**src/rtl/pwrdn_pkg.sv**
```systemverilog
// Shared types for the power-down controller.
// Assumes: nothing beyond the standard language.
package pwrdn_pkg;
    typedef enum logic [1:0] {
        PD_RUN     = 2'd0,
        PD_PENDING = 2'd1,
        PD_SLEEP   = 2'd2,
        PD_WINDOW  = 2'd3
    } pd_state_e;
endpackage

```
**src/rtl/pwrdn_addr_match.sv**
```systemverilog
// Decodes the reserved I/O write address that requests sleep.
// Assumes: MATCH_MASK marks the decoded bits, MATCH_VALUE their required value.
module pwrdn_addr_match #(
    parameter int ADDR_W = 32,
    parameter logic [ADDR_W-1:0] MATCH_MASK  = 32'h0BC0_0000,
    parameter logic [ADDR_W-1:0] MATCH_VALUE = 32'h0B80_0000
) (
    input  logic              io_wr,
    input  logic [ADDR_W-1:0] io_addr,
    output logic              sleep_hit
);
    logic [ADDR_W-1:0] bit_ok;

    // Per-bit compare; a bit outside the mask always agrees.
    genvar gi;
    generate
        for (gi = 0; gi < ADDR_W; gi++) begin : g_bit
            assign bit_ok[gi] = !MATCH_MASK[gi] || (io_addr[gi] == MATCH_VALUE[gi]);
        end
    endgenerate

    // A hit needs a write strobe and every decoded bit in agreement.
    assign sleep_hit = io_wr && (&bit_ok);
endmodule

```
**src/rtl/pwrdn_fsm.sv**
```systemverilog
// Sequencer for power-down entry, temporary wake windows and wakeup.
// Assumes: bus_grant high while pending means the sleep access is performed.
module pwrdn_fsm
    import pwrdn_pkg::*;
(
    input  logic      clk,
    input  logic      rst_n,
    input  logic      sleep_hit,
    input  logic      bus_grant,
    input  logic      irq,
    input  logic      refresh_req,
    input  logic      bus_req,
    output pd_state_e state
);
    pd_state_e state_nx;
    logic      wake_need;

    assign wake_need = refresh_req || bus_req;

    // Next-state selection; the interrupt has priority in every low-power state.
    always_comb begin
        state_nx = state;
        unique case (state)
            PD_RUN:     if (sleep_hit) state_nx = PD_PENDING;
            PD_PENDING: if (irq) state_nx = PD_RUN;
                        else if (bus_grant) state_nx = PD_SLEEP;
            PD_SLEEP:   if (irq) state_nx = PD_RUN;
                        else if (wake_need) state_nx = PD_WINDOW;
            PD_WINDOW:  if (irq) state_nx = PD_RUN;
                        else if (!wake_need) state_nx = PD_SLEEP;
            default:    state_nx = PD_RUN;
        endcase
    end

    // State register with synchronous active-low reset.
    always_ff @(posedge clk) begin
        if (!rst_n) state <= PD_RUN;
        else        state <= state_nx;
    end


    // pend_cancel_chk
    pend_cancel_chk: assert property (@(posedge clk) disable iff (!rst_n)
        (state == PD_PENDING && irq) |=> (state == PD_RUN));


    // run_no_direct_sleep_chk
    run_no_direct_sleep_chk: assert property (@(posedge clk) disable iff (!rst_n)
        (state == PD_RUN) |=> (state != PD_SLEEP && state != PD_WINDOW));
endmodule

```
**src/rtl/pwrdn_enables.sv**
```systemverilog
// Turns the controller state into clock enables and the issue block flag.
// Assumes: the enables drive external clock gating cells.
module pwrdn_enables
    import pwrdn_pkg::*;
(
    input  pd_state_e state,
    output logic      core_clk_en,
    output logic      bus_clk_en,
    output logic      aon_clk_en,
    output logic      issue_block
);
    // Core runs until the sleep access is performed.
    always_comb core_clk_en = (state == PD_RUN) || (state == PD_PENDING);

    // The limited clock runs whenever the core does, and inside wake windows.
    always_comb bus_clk_en = core_clk_en || (state == PD_WINDOW);

    // No instruction issues while sleeping or inside a window.
    always_comb issue_block = (state == PD_SLEEP) || (state == PD_WINDOW);

    // The always-on domain keeps its clock in every state.
    assign aon_clk_en = 1'b1;
endmodule

```
**src/rtl/pwrdn_ctrl.sv**
```systemverilog
// Top of the power-down controller: decode, sequencer, enable outputs.
// Assumes: synchronous active-low reset; inputs are synchronous to clk.
module pwrdn_ctrl
    import pwrdn_pkg::*;
#(
    parameter int ADDR_W = 32,
    parameter logic [ADDR_W-1:0] MATCH_MASK  = 32'h0BC0_0000,
    parameter logic [ADDR_W-1:0] MATCH_VALUE = 32'h0B80_0000
) (
    input  logic              clk,
    input  logic              rst_n,
    input  logic              io_wr,
    input  logic [ADDR_W-1:0] io_addr,
    input  logic              bus_grant,
    input  logic              irq,
    input  logic              refresh_req,
    input  logic              bus_req,
    output logic              core_clk_en,
    output logic              bus_clk_en,
    output logic              aon_clk_en,
    output logic              issue_block
);
    logic      sleep_hit;
    pd_state_e state;

    pwrdn_addr_match #(
        .ADDR_W      (ADDR_W),
        .MATCH_MASK  (MATCH_MASK),
        .MATCH_VALUE (MATCH_VALUE)
    ) u_match (
        .io_wr     (io_wr),
        .io_addr   (io_addr),
        .sleep_hit (sleep_hit)
    );

    pwrdn_fsm u_fsm (
        .clk         (clk),
        .rst_n       (rst_n),
        .sleep_hit   (sleep_hit),
        .bus_grant   (bus_grant),
        .irq         (irq),
        .refresh_req (refresh_req),
        .bus_req     (bus_req),
        .state       (state)
    );

    pwrdn_enables u_en (
        .state       (state),
        .core_clk_en (core_clk_en),
        .bus_clk_en  (bus_clk_en),
        .aon_clk_en  (aon_clk_en),
        .issue_block (issue_block)
    );


    // sleep_entry_chk
    sleep_entry_chk: assert property (@(posedge clk) disable iff (!rst_n)
        (core_clk_en && !issue_block && state == PD_PENDING && bus_grant && !irq)
        |=> (!core_clk_en && !bus_clk_en && issue_block));


    // irq_wake_chk
    irq_wake_chk: assert property (@(posedge clk) disable iff (!rst_n)
        (issue_block && irq) |=> (core_clk_en && bus_clk_en && !issue_block));


    // window_open_chk
    window_open_chk: assert property (@(posedge clk) disable iff (!rst_n)
        (issue_block && !bus_clk_en && !irq && (refresh_req || bus_req))
        |=> (bus_clk_en && !core_clk_en && issue_block));


    // window_close_chk
    window_close_chk: assert property (@(posedge clk) disable iff (!rst_n)
        (issue_block && bus_clk_en && !irq && !refresh_req && !bus_req)
        |=> (!bus_clk_en && issue_block));


    // aon_on_chk
    aon_on_chk: assert property (@(posedge clk) disable iff (!rst_n)
        aon_clk_en && $stable(aon_clk_en));
endmodule

```
**config.mk**
```make
export PLATFORM = sky130hd
export DESIGN_NAME = pwrdn_ctrl
export DESIGN_NICKNAME = d
export VERILOG_FILES = /design/src/rtl/pwrdn_pkg.sv /design/src/rtl/pwrdn_addr_match.sv /design/src/rtl/pwrdn_fsm.sv /design/src/rtl/pwrdn_enables.sv /design/src/rtl/pwrdn_ctrl.sv
export SDC_FILE = /design/constraint.sdc
export NUM_CORES = 1
export LEC_CHECK = 0
export CORE_AREA = 5 5 42 44
export DETAILED_ROUTE_END_ITERATION = 6
export DIE_AREA = 0 0 47 49
export PLACE_DENSITY = 0.66
export SETUP_SLACK_MARGIN = 0.02
export SYNTH_ARGS = -nofsm -noshare
export SYNTH_HDL_FRONTEND = slang
export SYNTH_SLANG_ARGS = --single-unit
```
**constraint.sdc**
```tcl
create_clock -name clk -period 1 [get_ports clk]
set_input_delay 0.15 -clock clk [delete_from_list [all_inputs] [get_ports clk]]
set_output_delay 0.15 -clock clk [all_outputs]
set_load 0.005 [all_outputs]
```
==> metrics.txt <==
Syn Area/Cell 8.13 um2; Core Util, Final 0.225; n_diodes 0; hold_ws 0.492 ns; Clock Tree Buf Depth 2; fin nets 74; Reg2Reg Depth 4; worst-path cell chain buf_6, or3b_4, a21oi_2, o21a_1; initial antenna violation count 0; Max FO, Critical Path 4; GR Overflow Total 0; core area approximately 1400 um2; DRT Pass-1 Iters 1; worst flop-to-flop path startpoint u_fsm.state[1]; Final min period around 1.1 ns; Hold WC Path Type input pin to flip-flop; Setup WS pre-CTS -0.245 ns; CP max stage cell or3b_4; clock-pin transition on the worst setup and hold timing paths 0.03 ns; top post-synthesis cells by area dfxtp_1, a21oi_1, dlygate4sd3_1; top cells by count, synth a21oi_1, dfxtp_1; wire per inst 9.47 um; ratio of cells with drive above 1 in the final layout 0.303; synth unique cells 14; Gate Count Post-Synth 16; top flop regs u_fsm.state x2; Post-synth EDFFs 0; number of routed nets with antenna violations 0; Critical Path Source u_fsm.state[1]; dpl hpwl 351 um; synthesized netlist net count 55; Arrival @ worst endpoint 1.26 ns; max capacitance violation total 0; clk_skew approximately 0.0013 ns; CP Capture Type flip-flop; Worst Slack Setup Final -0.101 ns; die height 49 um; sequential fraction of the synthesis area 0.308; # H-tree levels 1; drt initial violations 0; Starting Density 0.0929; count of final setup violators 4; synthesis warning total 0; Synth top area share 0.308; Yosys top cell by area dfxtp_1; # port buffers 14; Top-Level Pins 43; period utilization 1.10; worst setup path endpoint u_fsm.state[0]; via count about 170; RR Endpoint u_fsm.state[0]; largest net degree at the start of global routing 5; CP max stage delay 0.37 ns; Residual DRC 0; cts hold-fix bufs 0; outcome finished with violations; Reg with most FFs u_fsm.state; CTS tree yes; Placement Rows 14; P&R area growth vs syn 142%; Final GP Congestion 0.630; routed wire length 464 um; max FFs per register 2; root buffer cell clkbuf_4; Post-CTS Setup Inserts 0; die width 47 um; Post-synth top flop dfxtp_1; Synth async-reset ratio 0; Via-to-Cell Ratio between 3 and 4; Sink Count 2; critical path class flip-flop to flip-flop; first-pass GRT wire length 579 um; r2r setup slk -0.10 ns; Yosys reg bits 2; Req. time, crit path about 1.2 ns; Lkg Pwr around 0.12 nW; Netlist Area Pre-Place 130 um2; violated checks negative setup slack; worst skew pair latency between 0.2 and 0.25 ns; RSZ-0062 raised after global routing true; Final Hold Fails 0; fin. max-slew vios 0; P per Cell Area 970 nW/um2; global-route usage over all layers 0.0408; vias in the first global route 177; Worst setup SP type flip-flop; Peak VDD IR 0.000207 V; max frequency 909 MHz; Die Footprint 2300 um2; CTS Buf Count 3
-- power breakdown --
group          internal (mW)  total (mW)  switching, mW
sequential            0.0809      0.0812       0.000329
combinational         0.0404      0.0499        0.00943
clock                  0.132       0.175         0.0426
-- logic make-up (layout without fill, tap and decap cells) --
family                 after synthesis  count (layout)  synth area share
AO/OA/AOI/OAI                        4               4             0.173
buffers and inverters                3              20             0.163
flip-flops                           2               2             0.308
other                                1               1            0.0288
AND/OR/NAND/NOR                      6               6             0.327
-- per-layer routing --
layer | track usage | part of all wire | vias up
li1 | - | - | 88
met1 | 0.0219 | 0.28 | 74
met2 | 0.0588 | 0.53 | 10
met3 | 0.0369 | 0.19 | 0
met4 | 0.0553 | 0 | 0
met5 | 0 | 0 | -
-- stage by stage --
step           power [mW]  area, um2  cells  TNS, ns
3_5_place_dp        0.131        289     46   -0.526
5_1_grt             0.321        315     49   -0.375
2_1_floorplan      0.0896        131     16        0
6_report            0.306        315     49   -0.259
4_1_cts             0.317        309     49   -0.301
3_3_place_gp        0.131        289     46   -0.523
-- repair_timing --
action                     CTS  global route
setup endpoints to repair    4             4
pin swaps                    3             1
resized for setup            8             2
-- cell type report --
| cell class | count | area [um2] |
|---|---|---|
| fillers | 162 | 1090 |
| repair buffers | 16 | 151 |
| multi-input cells | 11 | 75.1 |
| flip-flops and latches | 2 | 42.5 |
| clock buffers | 3 | 22.5 |
| well taps | 16 | 20.0 |
| inverters | 1 | 3.75 |
-- worst min path at each step --
stage                               from             end  slack [ns]  depth (start not counted)
after floorplan                      irq  u_fsm.state[1]        0.22                          1
after CTS                          rst_n  u_fsm.state[0]        0.49                          2
after global routing               rst_n  u_fsm.state[0]        0.50                          2
after global placement    u_fsm.state[0]  u_fsm.state[1]        0.56                          2
final                              rst_n  u_fsm.state[0]        0.49                          2
after detailed placement  u_fsm.state[0]  u_fsm.state[1]        0.54                          2
-- cells in the final DEF (no fill, tap or decap), types with 2 or more instances in the layout --
cell type and n:
dlygate4sd2_1 2, clkbuf_4 3, dfxtp_2 2, clkdlybuf4s50_1 11
-- worst max-delay path: cells and delay by family, from the launching register on --
family,cells,cell delay [ns]
simple gates,1,0.37
buf+inv,1,0.11
flops,1,0.31
compound gates,2,0.24
Power figures use the tool's default switching activity.
